### config.mk
export PLATFORM = sky130hd
export DESIGN_NAME = crb_responder
export DESIGN_NICKNAME = d
export VERILOG_FILES = /design/src/rtl/crb_pkg.sv /design/src/rtl/crb_strobe_front.sv /design/src/rtl/crb_resp_timer.sv /design/src/rtl/crb_regfile.sv /design/src/rtl/crb_responder.sv
export SDC_FILE = /design/constraint.sdc
export NUM_CORES = 1
export LEC_CHECK = 0
export BUFFER_PORTS_ARGS = -buffer_cell sky130_fd_sc_hd__buf_2
export CAP_MARGIN = 10
export CORE_MARGIN = 8
export CORE_UTILIZATION = 61
export DETAILED_ROUTE_END_ITERATION = 6
export GPL_ROUTABILITY_DRIVEN = 1
export GPL_TIMING_DRIVEN = 0
export MAX_ROUTING_LAYER = met4
export PLACE_DENSITY = 0.79
export SETUP_SLACK_MARGIN = 0.2
export SYNTH_ARGS = -nofsm -noshare
export SYNTH_HDL_FRONTEND = slang
export SYNTH_SLANG_ARGS = --single-unit
export TNS_END_PERCENT = 1
### constraint.sdc
create_clock -name clk -period 5.7 [get_ports clk]
set_input_delay 0.57 -clock clk [delete_from_list [all_inputs] [get_ports clk]]
set_output_delay 0.57 -clock clk [all_outputs]
set_load 0.03 [all_outputs]
### src/rtl/crb_pkg.sv
package crb_pkg;
  localparam int unsigned NUM_STROBES = 4;

  // Strobe index order is also the precedence order (lowest index wins).
  typedef enum logic [2:0] {
    OP_NONE  = 3'd0,
    OP_ADDR  = 3'd1,
    OP_DATA  = 3'd2,
    OP_WRITE = 3'd3,
    OP_READ  = 3'd4
  } crb_op_e;

  typedef enum logic [1:0] {
    ST_IDLE = 2'd0,
    ST_BUSY = 2'd1,
    ST_ACK  = 2'd2
  } crb_state_e;
endpackage

### src/rtl/crb_strobe_front.sv
module crb_strobe_front
  import crb_pkg::*;
(
  input  logic                   clk,
  input  logic                   rst_n,
  input  logic [NUM_STROBES-1:0] strobes,
  input  logic                   accept,
  output crb_op_e                op,
  output logic                   any_high
);
  logic [NUM_STROBES-1:0] prev_q;
  logic [NUM_STROBES-1:0] rise;

  function automatic crb_op_e op_of(input int idx);
    case (idx)
      0:       return OP_ADDR;
      1:       return OP_DATA;
      2:       return OP_WRITE;
      default: return OP_READ;
    endcase
  endfunction

  always_ff @(posedge clk) begin
    if (!rst_n) prev_q <= '0;
    else        prev_q <= strobes;
  end

  assign rise     = strobes & ~prev_q;
  assign any_high = |strobes;

  // Walk from lowest precedence to highest so the highest one overwrites.
  always_comb begin
    op = OP_NONE;
    if (accept) begin
      for (int i = NUM_STROBES - 1; i >= 0; i--) begin
        if (rise[i]) op = op_of(i);
      end
    end
  end
endmodule

### src/rtl/crb_resp_timer.sv
module crb_resp_timer
  import crb_pkg::*;
#(
  parameter int unsigned RESP_DELAY = 4
) (
  input  logic clk,
  input  logic rst_n,
  input  logic fire,
  input  logic any_high,
  output logic idle,
  output logic busy,
  output logic ack
);
  localparam int unsigned CNT_W = (RESP_DELAY < 2) ? 1 : $clog2(RESP_DELAY);
  localparam logic [CNT_W-1:0] CNT_LOAD = CNT_W'(RESP_DELAY - 1);

  crb_state_e       state_q;
  logic [CNT_W-1:0] cnt_q;

  initial begin
    if (RESP_DELAY < 1) $error("RESP_DELAY must be at least 1");
  end

  always_ff @(posedge clk) begin
    if (!rst_n) begin
      state_q <= ST_IDLE;
      cnt_q   <= '0;
    end else begin
      case (state_q)
        ST_IDLE: begin
          if (fire) begin
            state_q <= ST_BUSY;
            cnt_q   <= CNT_LOAD;
          end
        end
        ST_BUSY: begin
          if (cnt_q == '0) state_q <= ST_ACK;
          else             cnt_q   <= cnt_q - 1'b1;
        end
        ST_ACK: begin
          if (!any_high) state_q <= ST_IDLE;
        end
        default: state_q <= ST_IDLE;
      endcase
    end
  end

  assign idle = (state_q == ST_IDLE);
  assign busy = (state_q == ST_BUSY);
  assign ack  = (state_q == ST_ACK);
endmodule

### src/rtl/crb_regfile.sv
module crb_regfile
  import crb_pkg::*;
#(
  parameter int unsigned DATA_W = 16,
  parameter int unsigned DEPTH  = 8
) (
  input  logic              clk,
  input  logic              rst_n,
  input  crb_op_e           op,
  input  logic [DATA_W-1:0] din,
  output logic [DATA_W-1:0] dout
);
  logic [DATA_W-1:0] addr_q;
  logic [DATA_W-1:0] pend_q;
  logic [DATA_W-1:0] dout_q;
  logic [DATA_W-1:0] mem_q [DEPTH];
  logic [DEPTH-1:0]  hit;
  logic [DATA_W-1:0] rd_val;

  // Full-width compare: out-of-range addresses hit no entry.
  for (genvar g = 0; g < DEPTH; g++) begin : g_hit
    assign hit[g] = (addr_q == DATA_W'(g));
  end

  always_comb begin
    rd_val = '0;
    for (int i = 0; i < DEPTH; i++) begin
      if (hit[i]) rd_val = mem_q[i];
    end
  end

  always_ff @(posedge clk) begin
    if (!rst_n) begin
      addr_q <= '0;
      pend_q <= '0;
      dout_q <= '0;
      for (int i = 0; i < DEPTH; i++) mem_q[i] <= '0;
    end else begin
      case (op)
        OP_ADDR:  addr_q <= din;
        OP_DATA:  pend_q <= din;
        OP_READ:  dout_q <= rd_val;
        OP_WRITE: begin
          for (int i = 0; i < DEPTH; i++) begin
            if (hit[i]) mem_q[i] <= pend_q;
          end
        end
        default: ;
      endcase
    end
  end

  assign dout = dout_q;
endmodule

### src/rtl/crb_responder.sv
module crb_responder
  import crb_pkg::*;
#(
  parameter int unsigned DATA_W     = 16,
  parameter int unsigned DEPTH      = 8,
  parameter int unsigned RESP_DELAY = 4
) (
  input  logic              clk,
  input  logic              rst_n,
  input  logic [DATA_W-1:0] bus_din,
  input  logic              stb_addr,
  input  logic              stb_data,
  input  logic              stb_wr,
  input  logic              stb_rd,
  output logic              rsp_ack,
  output logic [DATA_W-1:0] rsp_dout
);
  logic [NUM_STROBES-1:0] strobes;
  crb_op_e                op;
  logic                   any_high;
  logic                   idle;
  logic                   busy;

  // Index order sets precedence: address, data, write, read.
  assign strobes = {stb_rd, stb_wr, stb_data, stb_addr};

  crb_strobe_front i_front (
    .clk      (clk),
    .rst_n    (rst_n),
    .strobes  (strobes),
    .accept   (idle),
    .op       (op),
    .any_high (any_high)
  );

  crb_resp_timer #(.RESP_DELAY(RESP_DELAY)) i_timer (
    .clk      (clk),
    .rst_n    (rst_n),
    .fire     (op != OP_NONE),
    .any_high (any_high),
    .idle     (idle),
    .busy     (busy),
    .ack      (rsp_ack)
  );

  crb_regfile #(.DATA_W(DATA_W), .DEPTH(DEPTH)) i_regs (
    .clk   (clk),
    .rst_n (rst_n),
    .op    (op),
    .din   (bus_din),
    .dout  (rsp_dout)
  );
endmodule

* After elaboration in Yosys (flattened, before gate mapping)
Memories as Yosys holds them, arrays and structs flattened.
Cells that the tools add are included.
** Word-level totals
- Bits in registers :: 56
- RAM bits :: 128
- Input port bits :: 22
- Output and inout port bits :: 17
- Word-level logic and storage cells :: 104
- Memories :: 1
** Memory list
- i_regs.mem_q :: words 8, width 16, read ports 8, clocked after Yosys merged registers in 0, wr ports 8, line crb_regfile.sv:16 : logic [DATA_W-1:0] mem_q [DEPTH];
** Operators by class
- Add/subtract/negate cells :: 1
- Equality and inequality tests :: 17
- Muxes and demuxes :: 61
- Bitwise operators :: 10
- Reduce and logical (&&, ||, !) cells :: 8
** Operator list (number)
- $mux W16 :: 16
- $eq A16 B3 Y1 const B :: 4
- $mux W1 :: 33
- $eq A16 B2 Y1 const B :: 2
- $eq A16 B1 Y1 const B :: 1
- $logic_not A16 Y1 :: 1
- $mux W3 :: 5
- $mux W2 :: 5
- $or A1 B1 Y1 :: 8
- $eq A3 B2 Y1 const B :: 2
- $pmux W2 S3 :: 1
- $reduce_and A3 Y1 :: 2
- $and A4 B4 Y4 :: 1
- $logic_not A2 Y1 :: 2
- $ne A2 B1 Y1 const B :: 2
- $ne A2 B2 Y1 const B :: 2
- $not A4 Y4 :: 1
- $pmux W2 S2 :: 1
- $reduce_or A4 Y1 :: 1
- $eq A3 B1 Y1 const B :: 1
- $eq A3 B3 Y1 const B :: 1
- $reduce_bool A3 Y1 :: 1
- $eq A2 B1 Y1 const B :: 1
- $eq A2 B2 Y1 const B :: 1
- other kinds (2) :: 2

* Logic depth before layout (Yosys ltp)
Gate-level depths: netlist of the first run.
- Depth in word-level cells :: 12
- Gate-level depth with buffers :: 8
- Gate-level depth less buffers :: 6

* Cells and area by module
A second synthesis of the first run with hierarchy kept.
** Second synthesis, totals
- Cell total of the unflattened synthesis :: 688
- Area, all modules :: 7993.9 um^2
** Modules (own cells, without submodules)
- crb_regfile :: instances 1, cells an instance 643, area each 7586.0 um^2, seq. area each 4804.6 um^2
- crb_resp_timer :: instances 1, cells an instance 25, area each 224.0 um^2, seq. area each 80.1 um^2
- crb_strobe_front :: instances 1, cells an instance 19, area each 177.7 um^2, seq. area each 80.1 um^2
- crb_responder :: instances 1, cells an instance 1, area each 6.3 um^2, seq. area each 0.0 um^2

* Worst setup path before layout of the first run
No wires, ideal clock.
- Path kind :: register to register
- From :: register i_regs.addr_q[2]
- To :: memory i_regs.mem_q[6][0] (netlist: i_regs.mem_q[1][32]) (enable)
- Setup time :: 0.411 ns
- Arrival :: 2.679 ns
- Required time :: 5.289 ns
- Setup slack :: 2.610 ns
- Stages on the path, launching flop included :: 8
- Path buffers :: 3
- Clock period less this slack :: 3.090 ns
- Path through :: dfxtp_1 -> clkbuf_1 -> nor2b_1 -> and4_1 -> clkbuf_1 -> nand2_1 -> clkbuf_1 -> o21ai_0
** RTL lines
- from (decl) :: line crb_regfile.sv:13 : logic [DATA_W-1:0] addr_q;
- from (signal assigned) :: line crb_regfile.sv:40 : OP_ADDR: addr_q <= din;
- to (decl) :: line crb_regfile.sv:16

==> impl_metrics.json, run 1 <==
{
  "ys_seq_elements": 184,
  "io_pins": 39,
  "p_int_mw": 2.23,
  "grt_pass1_vias": 5637,
  "synth_area_um2": 7780,
  "drv_slew": 0,
  "n_antenna_cell": 0,
  "max_cap_violations": 0,
  "grtUsageMet3": 0.0608,
  "yosys.cell_types.count": 61,
  "synth_xor_area_frac": 0.00113,
  "root_buffer": "clkbuf_16",
  "cp_top_family": "simple AND/OR/NAND/NOR gates",
  "cts_made_buffers": 17,
  "ctsResizeCount": 0,
  "cts_tree": "done",
  "yosysTopAreaCellShare": 0.494,
  "p_leak_nw": 3.13,
  "syn-num-nets": 703,
  "fillers": 962,
  "r2r_cells": 6,
  "ir_drop_v": 0.000228,
  "fin_worst_skew_ns": 0.00962,
  "cpMaxStageDelayCell": "nor4_1",
  "gp_routability_congestion": 0.965,
  "clockPowerShare": 0.375,
  "combPwrFrac": 0.116,
  "finalSetupViolCount": 0,
  "ant_nets": 0,
  "post_drt_wl_per_cell_um": 20.9,
  "gr-max-usage-layer": "met2",
  "cts_max_path_buffers": 2,
  "p_sw_frac": 0.257,
  "drt_iter0_drc": 877,
  "fin_crit_sh": 0.677,
  "die_area_um2": 16600,
  "nets": 760,
  "clock-sinks": 184,
  "fp.coreArea_um2": 12500,
  "totalWireLength_um": 19300,
  "clk_latency_ns": 0.45,
  "path_max_fanout": 16,
  "vias": 5724,
  "r2r_setup_slack_ns": 1.84,
  "path_cells": "nor4_1 > nand4_1 > nor3b_2 > nand2_1 > buf_2 > nand2_1",
  "crit_buf_inv": 1,
  "hp-class": "in2reg",
  "synth_top_area_cell": "edfxtp_1",
  "postCtsHoldBufs": 0,
  "htreeDepth": 4,
  "cp-start-kind": "register",
  "drc_errors": 0,
  "place_hpwl_um": 13800,
  "cp.required_ns": 5.77,
  "io_buffers": 38,
  "cp-end-kind": "register",
  "tns_ns": 0,
  "slew_headroom": 0.144,
  "area_delta_synth_final_pct": 12.5,
  "grt_usage": 0.250,
  "final_common_cell": "edfxtp_1",
  "whs_path_depth": 2,
  "multi_input_area_um2": 2570,
  "avgViaCountPerCell": 6.21,
  "finalHoldViolCount": 0,
  "synth-simple-area-share": 0.185,
  "max_freq_mhz": 259,
  "die_width_um": 129,
  "synth_edf_count": 128,
  "synth_cells": 680,
  "grt_use_met2": 0.395,
  "overflow": 0,
  "cp.depth": 6,
  "status": "finished, final reports clean",
  "synth_compound_area_frac": 0.142,
  "synthAdderAreaFrac": 0.00161,
  "worstPathArrival_ns": 3.93,
  "path_clk_slew_ns": 0.06,
  "cp_slowest_stage_delay_ns": 0.79,
  "tightest_slew_ns": 1.27,
  "synth_top_cells_by_area": "edfxtp_1 (49%), dfxtp_1 (14%), nand2_1 (5.4%)",
  "rsz0062_at_grt": "no",
  "chipHeight_um": 129,
  "critPathKind": "reg2reg",
  "antenna_found_initial": 0,
  "fin_crit_ns": 3.86,
  "p_per_area_nw_per_um2": 343,
  "grt_start_max_net_pins": 17,
  "std_cell_rows": 41,
  "synth_seq_area_share": 0.638,
  "p_sw_mw": 0.773,
  "initial_core_util": 0.622,
  "met1_usage": 0.301,
  "synth_top_family_by_area": "simple AND/OR/NAND/NOR gates",
  "final_cell_mix": "edfxtp_1 (128), nand2_1 (112), nor2_1 (110)",
  "synthFlopType": "edfxtp_1",
  "layout-drive-gt1-share": 0.155,
  "p_total_mw": 3.01,
  "cp_common_cell": "nand2_1",
  "post_cts_buffers": 0,
  "muxShareOfSynthArea": 0,
  "power_frac_seq": 0.509,
  "drt_first_pass_iters": 5,
  "grt_pass1_wl_um": 30000,
  "yosysWarnings": 0,
  "register_area_um2": 4960,
  "avgSynthCellArea_um2": 11.4,
  "synthArstFlopShare": 0
}
-- Yosys cell counts (2+ instances only) --
| master | count |
|---|---|
| a211oi_2 | 3 |
| a21boi_0 | 33 |
| a21oi_1 | 7 |
| a221oi_1 | 14 |
| a22o_1 | 6 |
| a22o_2 | 7 |
| a22o_4 | 2 |
| a22oi_1 | 15 |
| a31o_2 | 4 |
| and2_1 | 6 |
| and3_1 | 7 |
| and4_1 | 2 |
| buf_2 | 5 |
| buf_4 | 2 |
| buf_6 | 3 |
| clkbuf_1 | 24 |
| dfxtp_1 | 56 |
| edfxtp_1 | 128 |
| inv_1 | 20 |
| nand2_1 | 112 |
| nand2_2 | 2 |
| nand2b_1 | 6 |
| nand3_1 | 10 |
| nand4_1 | 4 |
| nor2_1 | 110 |
| nor2b_1 | 6 |
| nor3_1 | 6 |
| nor4_1 | 4 |
| nor4_4 | 6 |
| o211a_1 | 2 |
| o21ai_0 | 10 |
| o221ai_1 | 9 |
| o22ai_1 | 12 |
| o31ai_1 | 2 |
| o32ai_1 | 4 |
| or3_1 | 3 |
| or4_1 | 3 |
| or4b_2 | 2 |
-- state kept, by name, indices dropped and copies added (netlist names) --
name,cells
i_regs.mem_q,128
i_regs.addr_q,16
i_regs.dout,16
i_regs.pend_q,16
i_front.prev_q,4
i_timer.cnt_q,2
i_timer.state_q,2
-- power by group through the flow --
stage	Combinational, mW	Clock (mW)	Sequential, mW
2_1_floorplan	0.236	0	1.56
3_3_place_gp	0.331	0	1.55
3_5_place_dp	0.344	0	1.56
4_1_cts	0.346	1.12	1.53
5_1_grt	0.375	1.17	1.54
6_report	0.350	1.13	1.53
-- routing by layer --
layer  wire [µm]  part of all wire  vias up
li1            -                 -     2599
met1        7590              0.39     2781
met2        9300              0.48      296
met3        1900             0.099       48
met4         498             0.026        0
met5           0                 0        -
-- stage by stage --
step           area, µm²  hold WS [ns]  cells   util  setup WS (ns)
5_1_grt             8760         0.382    922  0.700           1.83
3_3_place_gp        8190         0.456    890  0.654           1.31
6_report            8760         0.364    922  0.700           1.84
3_5_place_dp        8200         0.462    890  0.655           1.85
4_1_cts             8760         0.355    922  0.700           1.98
2_1_floorplan       7780         0.444    680      -           2.61
-- final cells by class --
class / count / share of cell area
Buffer: 36 / 0.0207
Clock buffer: 21 / 0.0526
Sequential cell: 184 / 0.567
Multi-Input combinational cell: 440 / 0.294
Inverter: 20 / 0.00857
Clock inverter: 11 / 0.0114
Tap cell: 172 / 0.0246
Timing Repair Buffer: 38 / 0.0217
-- worst paths after layout --
path | startpoint | end
max | i_regs.addr_q[15] | i_regs.mem_q[1][19]
min | stb_wr | i_front.prev_q[2]
max reg2reg | i_regs.addr_q[15] | i_regs.mem_q[1][19]
min reg2reg | i_regs.pend_q[14] | i_regs.pend_q[14]
-- kinds of logic after synthesis --
family	after synthesis
buffers and inverters	56
flip-flops	184
AND/OR/NAND/NOR	299
AO/OA/AOI/OAI	139
XOR/XNOR	1
adder cells (fa/ha/maj)	1
(Power assumes the default switching activity.)
==> run 2, diff against run 1 <==
--- a/config.mk
+++ b/config.mk
@@ -5,15 +5,16 @@
 export SDC_FILE = /design/constraint.sdc
 export NUM_CORES = 1
 export LEC_CHECK = 0
+export ABC_AREA = 1
 export BUFFER_PORTS_ARGS = -buffer_cell sky130_fd_sc_hd__buf_2
 export CAP_MARGIN = 10
 export CORE_MARGIN = 8
-export CORE_UTILIZATION = 61
+export CORE_UTILIZATION = 55
 export DETAILED_ROUTE_END_ITERATION = 6
 export GPL_ROUTABILITY_DRIVEN = 1
 export GPL_TIMING_DRIVEN = 0
 export MAX_ROUTING_LAYER = met4
-export PLACE_DENSITY = 0.79
+export PLACE_DENSITY = 0.76
 export SETUP_SLACK_MARGIN = 0.2
 export SYNTH_ARGS = -nofsm -noshare
 export SYNTH_HDL_FRONTEND = slang
==> constraint.sdc (replaced) <==
create_clock -name clk -period 3.32 [get_ports clk]
set_input_delay 0.332 -clock clk [delete_from_list [all_inputs] [get_ports clk]]
set_output_delay 0.332 -clock clk [all_outputs]
set_load 0.03 [all_outputs]
==> impl_metrics.json, run 2 <==
{
  "status": "finished, final reports clean",
  "syn-num-nets": 863,
  "grt_pass1_vias": 5598,
  "grt_usage": 0.217,
  "r2r_cells": 7,
  "dpl_cell_area_um2": 8270,
  "largest_register_ffs": 128,
  "gp_routability_congestion": 0.894,
  "htreeDepth": 4,
  "yosys.cell_count.top_type": "nor2_1",
  "p_total_mw": 5.11,
  "path_clk_slew_ns": 0.06,
  "grt_pass1_wl_um": 29200,
  "synth_top_cells_by_area": "edfxtp_1 (49%), dfxtp_1 (14%), nor2_1 (11%)",
  "cts_max_path_buffers": 2,
  "layout-drive-gt1-share": 0.139,
  "p_leak_nw": 3.65,
  "drv_slew": 0,
  "synthFlopType": "edfxtp_1",
  "n_antenna_cell": 0,
  "postCtsHoldBufs": 0,
  "ant_nets": 0,
  "r2r-end": "i_regs.mem_q[1][52]",
  "fin_crit_ns": 2.65,
  "worstPathArrival_ns": 2.70,
  "final_cell_mix": "nor2_1 (222), nand2_1 (154), edfxtp_1 (128)",
  "cp-start-kind": "register",
  "antenna_found_initial": 0,
  "slew_headroom": 0.274,
  "fin_cells": 1089,
  "post_drt_wl_per_cell_um": 17.0,
  "cp-end-kind": "register",
  "critPathKind": "reg2reg",
  "design_area_um2": 8830,
  "p_per_area_nw_per_um2": 579,
  "yosysTopAreaCellShare": 0.489,
  "drt_iter0_drc": 524,
  "path_max_fanout": 16,
  "max_freq_mhz": 378,
  "finalHoldViolCount": 0,
  "hp-start": "stb_data",
  "hp-class": "in2reg",
  "root_buffer": "clkbuf_16",
  "r2r_setup_slack_ns": 0.67,
  "clk_latency_ns": 0.44,
  "grt_start_max_net_pins": 17,
  "holdWs_ns": 0.116,
  "cp.required_ns": 3.37,
  "top_register": "i_regs.mem_q",
  "whs_path_depth": 3,
  "fp.coreArea_um2": 13900,
  "place_hpwl_um": 13300,
  "yosysWarnings": 0,
  "post_cts_buffers": 0,
  "io_buffers": 37,
  "nets": 919,
  "cts_made_buffers": 17,
  "die_area_um2": 18400,
  "area_delta_synth_final_pct": 12.5,
  "final_common_cell": "nor2_1",
  "rsz0062_at_grt": "no",
  "synth_seq_area_share": 0.632,
  "fin_worst_skew_ns": 0.0115,
  "avgViaCountPerCell": 5.38,
  "finalSetupViolCount": 0,
  "synthArstFlopShare": 0,
  "totalWireLength_um": 18500,
  "fin_crit_sh": 0.798,
  "synth_top_area_cell": "edfxtp_1",
  "chipHeight_um": 135,
  "drc_errors": 0,
  "synth_area_um2": 7850,
  "ys_seq_elements": 184,
  "synth_edf_count": 128,
  "std_cell_rows": 43,
  "avgSynthCellArea_um2": 9.35,
  "ctsResizeCount": 0,
  "die_width_um": 135,
  "synth_cells": 840,
  "max_cap_violations": 0,
  "yosys-top-cells-count": "nor2_1 (222), nand2_1 (154), edfxtp_1 (128)",
  "fillers": 1134,
  "clock-sinks": 184,
  "vias": 5861,
  "cts_tree": "done",
  "yosys.cell_types.count": 32,
  "io_pins": 39,
  "overflow": 0,
  "initial_core_util": 0.564,
  "ir_drop_v": 0.000400,
  "drt_first_pass_iters": 5,
  "placed_cells": 1057,
  "r2r_start": "i_regs.addr_q[8]",
  "tightest_slew_ns": 1.09,
  "hold_path_end": "i_front.prev_q[1]"
}
-- run 2: critical path, stage by stage (launching register included) --
cell      delay [ns]
dfxtp_1         0.31
nor2_1          0.13
nand2_2         0.14
nor2_8          0.22
buf_6           0.18
nand2_1         0.13
clkbuf_2        0.24
o21ai_2         0.89
-- run 2: worst max-delay path by stage --
stage | from | to | depth (start not counted)
floorplan | i_regs.addr_q[11] | i_regs.mem_q[1][48] | 7
global placement | i_regs.addr_q[8] | i_regs.mem_q[1][50] | 7
detailed placement | stb_addr | i_regs.mem_q[1][18] | 10
CTS | i_regs.addr_q[8] | i_regs.mem_q[1][62] | 7
global route | i_regs.addr_q[3] | i_regs.mem_q[0][23] | 8
finish | i_regs.addr_q[8] | i_regs.mem_q[1][52] | 7
-- run 2: cell type report --
type	count	area (µm²)	share of cell area
inverter	85	319	0.0361
timing repair buffer	37	185	0.0210
clock inverter	14	134	0.0152
buffer	28	136	0.0154
tap	180	225	0.0255
sequential	184	4960	0.562
multi-input combinational	543	2440	0.276
clock buffer	18	429	0.0486
-- run 2: through the flow --
step | utilization | worst slack, ns | TNS (ns)
after floorplan | - | 0.609 | 0
after global placement | 0.593 | -0.429 | -10.40
after detailed placement | 0.594 | 0.586 | 0
after CTS | 0.634 | 0.686 | 0
after global routing | 0.634 | 0.490 | 0
final | 0.634 | 0.672 | 0
-- run 2: where the power goes --
group | internal [mW] | switching (mW)
Combinational | 0.133 | 0.402
Sequential | 2.58 | 0.0526
Clock | 1.10 | 0.848
Total | 3.81 | 1.30
-- run 2: layer usage --
| metal | part of all wire | GRT usage |
|---|---|---|
| met1 | 0.41 | 0.267 |
| met2 | 0.50 | 0.347 |
| met4 | 0.020 | 0.0808 |
| met5 | 0 | - |
| met3 | 0.071 | 0.0438 |
-- run 2: cell families (layout without fill, tap and decap cells) --
kind of cell               Yosys count  count (layout)  share of synthesized area
buffers and inverters              113             182                     0.0580
adders and majority gates            1               1                    0.00159
DFF                                184             184                      0.632
and+or+nand+nor                    458             458                      0.252
AOI/OAI and AO/OA                   84              84                     0.0561
